[src/rtl/cvp_pkg.sv]
package cvp_pkg;

    // Smallest table the controller accepts: one column gives no latency to check.
    localparam int unsigned CVP_MIN_COLS = 2;

    // Saturating increment on a counter held in the low `width` bits.
    function automatic logic [63:0] sat_step(input logic [63:0] cur,
                                             input int unsigned width,
                                             input logic en);
        logic [63:0] lim;
        lim = (width >= 64) ? {64{1'b1}} : ((64'd1 << width) - 64'd1);
        if (en && (cur != lim)) begin
            return cur + 64'd1;
        end
        return cur;
    endfunction

endpackage

[src/rtl/cvp_forbid_calc.sv]
module cvp_forbid_calc #(
    parameter int unsigned NUM_STAGES = 3,
    parameter int unsigned NUM_COLS   = 6,
    parameter logic [NUM_STAGES*NUM_COLS-1:0] RES_TABLE = '0,
    localparam int unsigned CV_W = NUM_COLS - 1
) (
    output logic [CV_W-1:0] coll_vec_o
);

    // One bit per candidate latency: set when any row repeats at that distance.
    for (genvar lat = 1; lat < NUM_COLS; lat++) begin : g_lat
        logic hit;
        always_comb begin
            hit = 1'b0;
            for (int s = 0; s < NUM_STAGES; s++) begin
                for (int c = 0; c + lat < NUM_COLS; c++) begin
                    hit = hit | (RES_TABLE[s*NUM_COLS + c] & RES_TABLE[s*NUM_COLS + c + lat]);
                end
            end
        end
        assign coll_vec_o[lat-1] = hit;
    end

endmodule

[src/rtl/cvp_state.sv]
module cvp_state #(
    parameter int unsigned CV_W = 5
) (
    input  logic            clk,
    input  logic            rst_n,
    input  logic            req_i,
    input  logic [CV_W-1:0] coll_vec_i,
    output logic            grant_o,
    output logic [CV_W-1:0] state_o
);

    typedef struct packed {
        logic [CV_W-1:0] vec;
    } st_t;

    st_t  st_d, st_q;
    logic grant;

    always_comb begin
        // Bit 0 of the state covers the present cycle.
        grant    = rst_n & req_i & ~st_q.vec[0];
        st_d.vec = st_q.vec >> 1;
        if (grant) begin
            st_d.vec = st_d.vec | coll_vec_i;
        end
    end

    always_ff @(posedge clk or negedge rst_n) begin
        if (!rst_n) begin
            st_q <= '0;
        end else begin
            st_q <= st_d;
        end
    end

    assign grant_o = grant;
    assign state_o = st_q.vec;

    assert_shift_idle_R4: assert property (@(posedge clk) disable iff (!rst_n)
        ($past(rst_n) && !$past(grant_o)) |-> (st_q.vec == ($past(st_q.vec) >> 1)));

    assert_merge_on_grant_R4: assert property (@(posedge clk) disable iff (!rst_n)
        ($past(rst_n) && $past(grant_o)) |-> (st_q.vec == (($past(st_q.vec) >> 1) | coll_vec_i)));

    assert_lat1_blocked_R3: assert property (@(posedge clk) disable iff (!rst_n)
        ($past(rst_n) && $past(grant_o) && coll_vec_i[0]) |-> !grant_o);

endmodule

[src/rtl/cvp_perf_cnt.sv]
module cvp_perf_cnt #(
    parameter int unsigned CNT_W = 16
) (
    input  logic             clk,
    input  logic             rst_n,
    input  logic             grant_i,
    output logic [CNT_W-1:0] grant_cnt_o,
    output logic [CNT_W-1:0] span_cnt_o
);

    import cvp_pkg::*;

    typedef struct packed {
        logic             started;
        logic [CNT_W-1:0] elapsed;
        logic [CNT_W-1:0] gcnt;
        logic [CNT_W-1:0] span;
    } pc_t;

    pc_t pc_d, pc_q;

    always_comb begin
        pc_d         = pc_q;
        pc_d.started = pc_q.started | grant_i;
        // elapsed equals cycles since the first grant, zero in that grant's cycle
        pc_d.elapsed = CNT_W'(sat_step(64'(pc_q.elapsed), CNT_W, pc_q.started | grant_i));
        pc_d.gcnt    = CNT_W'(sat_step(64'(pc_q.gcnt), CNT_W, grant_i));
        if (grant_i) begin
            pc_d.span = pc_q.elapsed;
        end
    end

    always_ff @(posedge clk or negedge rst_n) begin
        if (!rst_n) begin
            pc_q <= '0;
        end else begin
            pc_q <= pc_d;
        end
    end

    assign grant_cnt_o = pc_q.gcnt;
    assign span_cnt_o  = pc_q.span;

    assert_grant_cnt_step_R7: assert property (@(posedge clk) disable iff (!rst_n)
        ($past(rst_n) && $past(grant_i) && ($past(grant_cnt_o) != {CNT_W{1'b1}}))
        |-> (grant_cnt_o == $past(grant_cnt_o) + 1'b1));

    assert_span_monotone_R8: assert property (@(posedge clk) disable iff (!rst_n)
        $past(rst_n) |-> (span_cnt_o >= $past(span_cnt_o)));

endmodule

[src/rtl/cvp_init_ctrl.sv]
module cvp_init_ctrl #(
    parameter int unsigned NUM_STAGES = 3,
    parameter int unsigned NUM_COLS   = 6,
    parameter logic [NUM_STAGES*NUM_COLS-1:0] RES_TABLE = 18'b010100_001010_100001,
    parameter int unsigned CNT_W      = 16,
    localparam int unsigned CV_W = NUM_COLS - 1
) (
    input  logic             clk,
    input  logic             rst_n,
    input  logic             req_i,
    output logic             grant_o,
    output logic [CV_W-1:0]  state_o,
    output logic [CV_W-1:0]  coll_vec_o,
    output logic [CNT_W-1:0] grant_cnt_o,
    output logic [CNT_W-1:0] span_cnt_o
);

    logic [CV_W-1:0] coll_vec;
    logic            grant;

    cvp_forbid_calc #(
        .NUM_STAGES (NUM_STAGES),
        .NUM_COLS   (NUM_COLS),
        .RES_TABLE  (RES_TABLE)
    ) u_forbid (
        .coll_vec_o (coll_vec)
    );

    cvp_state #(
        .CV_W (CV_W)
    ) u_state (
        .clk        (clk),
        .rst_n      (rst_n),
        .req_i      (req_i),
        .coll_vec_i (coll_vec),
        .grant_o    (grant),
        .state_o    (state_o)
    );

    cvp_perf_cnt #(
        .CNT_W (CNT_W)
    ) u_perf (
        .clk         (clk),
        .rst_n       (rst_n),
        .grant_i     (grant),
        .grant_cnt_o (grant_cnt_o),
        .span_cnt_o  (span_cnt_o)
    );

    assign grant_o    = grant;
    assign coll_vec_o = coll_vec;

endmodule

[config.mk]
export PLATFORM = sky130hd
export DESIGN_NAME = cvp_init_ctrl
export DESIGN_NICKNAME = d
export VERILOG_FILES = /design/src/rtl/cvp_pkg.sv /design/src/rtl/cvp_forbid_calc.sv /design/src/rtl/cvp_state.sv /design/src/rtl/cvp_perf_cnt.sv /design/src/rtl/cvp_init_ctrl.sv
export SDC_FILE = /design/constraint.sdc
export NUM_CORES = 1
export LEC_CHECK = 0
export BUFFER_PORTS_ARGS = -buffer_cell sky130_fd_sc_hd__buf_2
export CAP_MARGIN = 15
export CORE_ASPECT_RATIO = 2
export CORE_MARGIN = 3
export CORE_UTILIZATION = 35
export DETAILED_ROUTE_END_ITERATION = 10
export GPL_TIMING_DRIVEN = 0
export PLACE_DENSITY_LB_ADDON = 0.25
export SLEW_MARGIN = 10
export SYNTH_ARGS = -nofsm -noshare
export SYNTH_HDL_FRONTEND = slang
export SYNTH_SLANG_ARGS = --single-unit
[constraint.sdc]
create_clock -name clk -period 1.9 [get_ports clk]
set_clock_uncertainty 0.15 [all_clocks]
set_input_delay 0 -clock clk [delete_from_list [all_inputs] [get_ports clk]]
set_output_delay 0 -clock clk [all_outputs]
set_load 0.02 [all_outputs]
==> summary by stage <==
Setup path
The startpoint kind of the worst setup timing path is a flop. For this run, the slowest stage of the critical path takes 0.44 ns. Traced cell by cell, the critical path runs through nand3b_4 > buf_6 > or3b_4 > nor4_4 > xor2_1. The type of the worst setup path is reg -> reg. STA puts the critical path data arrival time at 1.98 ns. The endpoint kind of the worst setup timing path is a flop. The largest individual stage delay along the critical path comes from the cell or3b_4. STA puts the critical path data required time at 1.96 ns.

Along the worst path, the maximum fanout reaches 7.

Clocking
The number of buffers added by the clock tree synthesis step is 5. The clock network latency to the later pin of the worst-skew pair is 0.29 ns. The clock passes through at most 2 buffers.

The H-tree depth is 2. The root buffer cell chosen for the clock tree is clkbuf_16. The TritonCTS clock tree is done. Clock tree synthesis found a total of 54 sinks. The clock edge transition at the registers on the reported setup and hold paths is 0.07 ns.

STA
The final worst-path setup slack is -0.0158 ns. Setup repair after global routing could not meet its margin everywhere. The worst path in the final design needs a cycle of 1.92 ns, including I/O delays and setup. The number of endpoints with negative hold slack in the final report was 54.

The slew at the pin with the worst max-slew slack is 0.586 ns. The number of endpoints failing setup at the final stage is 3. Hold timing on the final database bottoms out at a slack of -0.497 ns. Timing would allow up to 522 MHz. Dividing the final minimum period by the clock period gives 1.01. The total count of max-transition violations in the final report is 0. In this run the tightest slew margin relative to its limit is 0.607.

Power
The share of total power dissipated in the clock network is 0.259. Of the total power, registers draw 0.411. The internal cell power is 2.70 mW. The peak supply drop is 0.640 mV. The switching power is 1.33 mW. The leakage power figure is 1.74 nW. The logic gate share of total power is 0.330. Of the total power, the share spent switching nets is 0.330. The total power density per cell area is 1180 nW/um^2.

Die
The initial core utilization is 0.365. The die covers 8850 sq um. The top-level I/O count is 46.

The area of the placeable core is 7380 sq um. Measured along the x axis, the die boundary spans 68.0 microns. The row count is 44. Measured along the y axis, the die boundary spans 130 microns.

Place
The pre-CTS worst setup slack is -0.378 ns. Routability-driven placement finished with a final weighted congestion of 0.795. The half-perimeter wire length after detailed placement is 3990 microns. The count of buffers inserted at the top-level ports is 40.

Logic synthesis
The share of synthesized area in the top cell type comes to 0.502. The synthesized design contains 54 register bits. The mean instance size in the synthesized netlist is 10.3 sq um. Yosys mapped a number of flops with a built-in enable equal to 0. The Yosys warning count is 0. Of the synthesized area, sequential elements account for 0.502. Of all flip-flops after synthesis, the portion carrying an async set or reset was 1.00. The netlist area before placement is 2690 sq um. Ranked by total cell area, the synthesized netlist is headed by dfrtp_1 50%, buf_4 11%, nand2_1 8.2%. Synthesis produced a netlist whose cell count is 262.

By count the netlist is led by 59 x nand2_1, 54 x dfrtp_1, 40 x buf_4. The number of unique standard cell types used by synthesis is 37. The commonest register cell after synthesis is dfrtp_1.

The cell with the most instances after synthesis is nand2_1. The biggest area contributor in the post-synthesis netlist is dfrtp_1.

Job
Max-cap violations in this run came to 0.

Detailed routing
The total iterations of the first detailed-routing run is 4. The wire length per cell after detailed routing is 13.6 microns. The final layout contains routed wiring with a total length of 5700 microns. After the first detailed-routing iteration, the DRC count stood at 62.

The per-cell via count in the routed design is 4.67. The remaining routing DRC violations is 0. The post-route antenna net violation count is 0. Detailed routing inserted a total of 1,958 vias.

Min path
The path class of the lowest-slack min-delay path is in -> async.

Cells and area
The ratio of cells with drive above 1 in the final layout is 0.422. The area growth from synthesis to layout is 26.6%. The layout has 740 filler cells. For this run, the post-layout net count is 331. The repair_antennas step left the layout with diodes totalling 0.

Global routing
The total global routing overflow is 0. The number of global-route vias before repair is 1,972. The number of antenna violations at the first check in global routing is 0. Across every metal layer, demand over resource in global routing totals 0.141. The wire length of the first global-routing pass is 9460 microns. The largest net degree at the start of global routing is 56.

Outcome
The checks that failed: negative hold slack, negative setup slack. The run finished, with violations left.
layout by cell type (no fill, tap or decap), types with 3 or more instances in the layout:
master      n
xor2_1     20
mux2_2      4
o21ai_0     5
clkbuf_16   5
buf_2      40
nand2_1    59
inv_1       5
nor3_1     10
nor2_2      3
nor2_1      5
conb_1      5
dfrtp_2     3
mux2_4      3
dfrtp_1    51
nand4_1     8
buf_4      54
nor4_4      4
worst max-delay path, delay by kind of cell (launching register included):
family | cells | cell delay [ns]
xor gates and xnor gates | 1 | 0.18
buffers and inverters | 1 | 0.17
DFF | 1 | 0.40
and+or+nand+nor | 3 | 0.94
final timing paths:
path                            slack (ns)                from  cells past startpoint                endpoint
worst max-delay path                 -0.02  u_state.state_o[0]                      5  u_perf.grant_cnt_o[15]
worst min-delay path                 -0.50               rst_n                      1      u_state.state_o[2]
worst max register to register       -0.02  u_state.state_o[0]                      5  u_perf.grant_cnt_o[15]
worst min register to register        0.23  u_state.state_o[3]                      0      u_state.state_o[2]
max in group asynchronous             1.67               rst_n                      1         u_perf.pc_q[36]
min in group clk                      0.14               req_i                      4   u_perf.grant_cnt_o[6]
power groups by stage:
stage	Combinational, mW	Clock, mW	Sequential, mW
CTS	1.30	1.08	1.64
global placement	1.13	0	1.69
detailed placement	1.16	0	1.70
finish	1.33	1.04	1.65
global route	1.47	1.13	1.69
floorplan	0.883	0	1.63
through the flow:
step                std cells  TNS, ns  area (sq um)   util  power (mW)
finish                    419  -0.0302          3410  0.462        4.02
global route              419   -0.379          3410  0.462        4.29
CTS                       416  -0.0905          3340  0.452        4.02
detailed placement        397    -6.72          3050  0.413        2.85
global placement          397   -26.77          3040  0.412        2.82
floorplan                 265        0          2730      -        2.51
cell type report:
class                      count  area, sq um  area share
multi-input combinational    160         1100       0.324
tap                           92          115      0.0337
inverter                       6         22.5     0.00660
clock buffer                   5          125      0.0367
clock inverter                 3         45.0      0.0132
timing repair buffer          55          323      0.0946
buffer                        44          322      0.0943
sequential                    54         1360       0.397
what timing repair did:
action                     CTS  global route
hold endpoints to repair    54            54
resized for setup            8            15
pin swaps                    9             7
buffers inserted            11             4
setup endpoints to repair   26            29
routing by layer:
| layer | track usage | share of wire |
|---|---|---|
| met5 | 0 | 0 |
| met4 | 0.0610 | 0.021 |
| met3 | 0.0258 | 0.037 |
| met2 | 0.261 | 0.57 |
| met1 | 0.150 | 0.37 |
cell families after synthesis:
group | after synthesis | share of synthesized area
adders and majority gates | 2 | 0.00929
and+or+nand+nor | 112 | 0.227
AOI/OAI and AO/OA | 12 | 0.0279
muxes | 7 | 0.0320
other | 2 | 0.00279
DFF | 54 | 0.502
xor gates and xnor gates | 22 | 0.0715
buffers and inverters | 51 | 0.128
registers in the layout (all words and copies together), names as in the netlist:
| signal | count |
|---|---|
| u_state.state_o | 5 |
| u_perf.grant_cnt_o | 16 |
| u_perf.pc_q | 17 |
| u_perf.span_cnt_o | 16 |
Power figures use the tool's default switching activity.
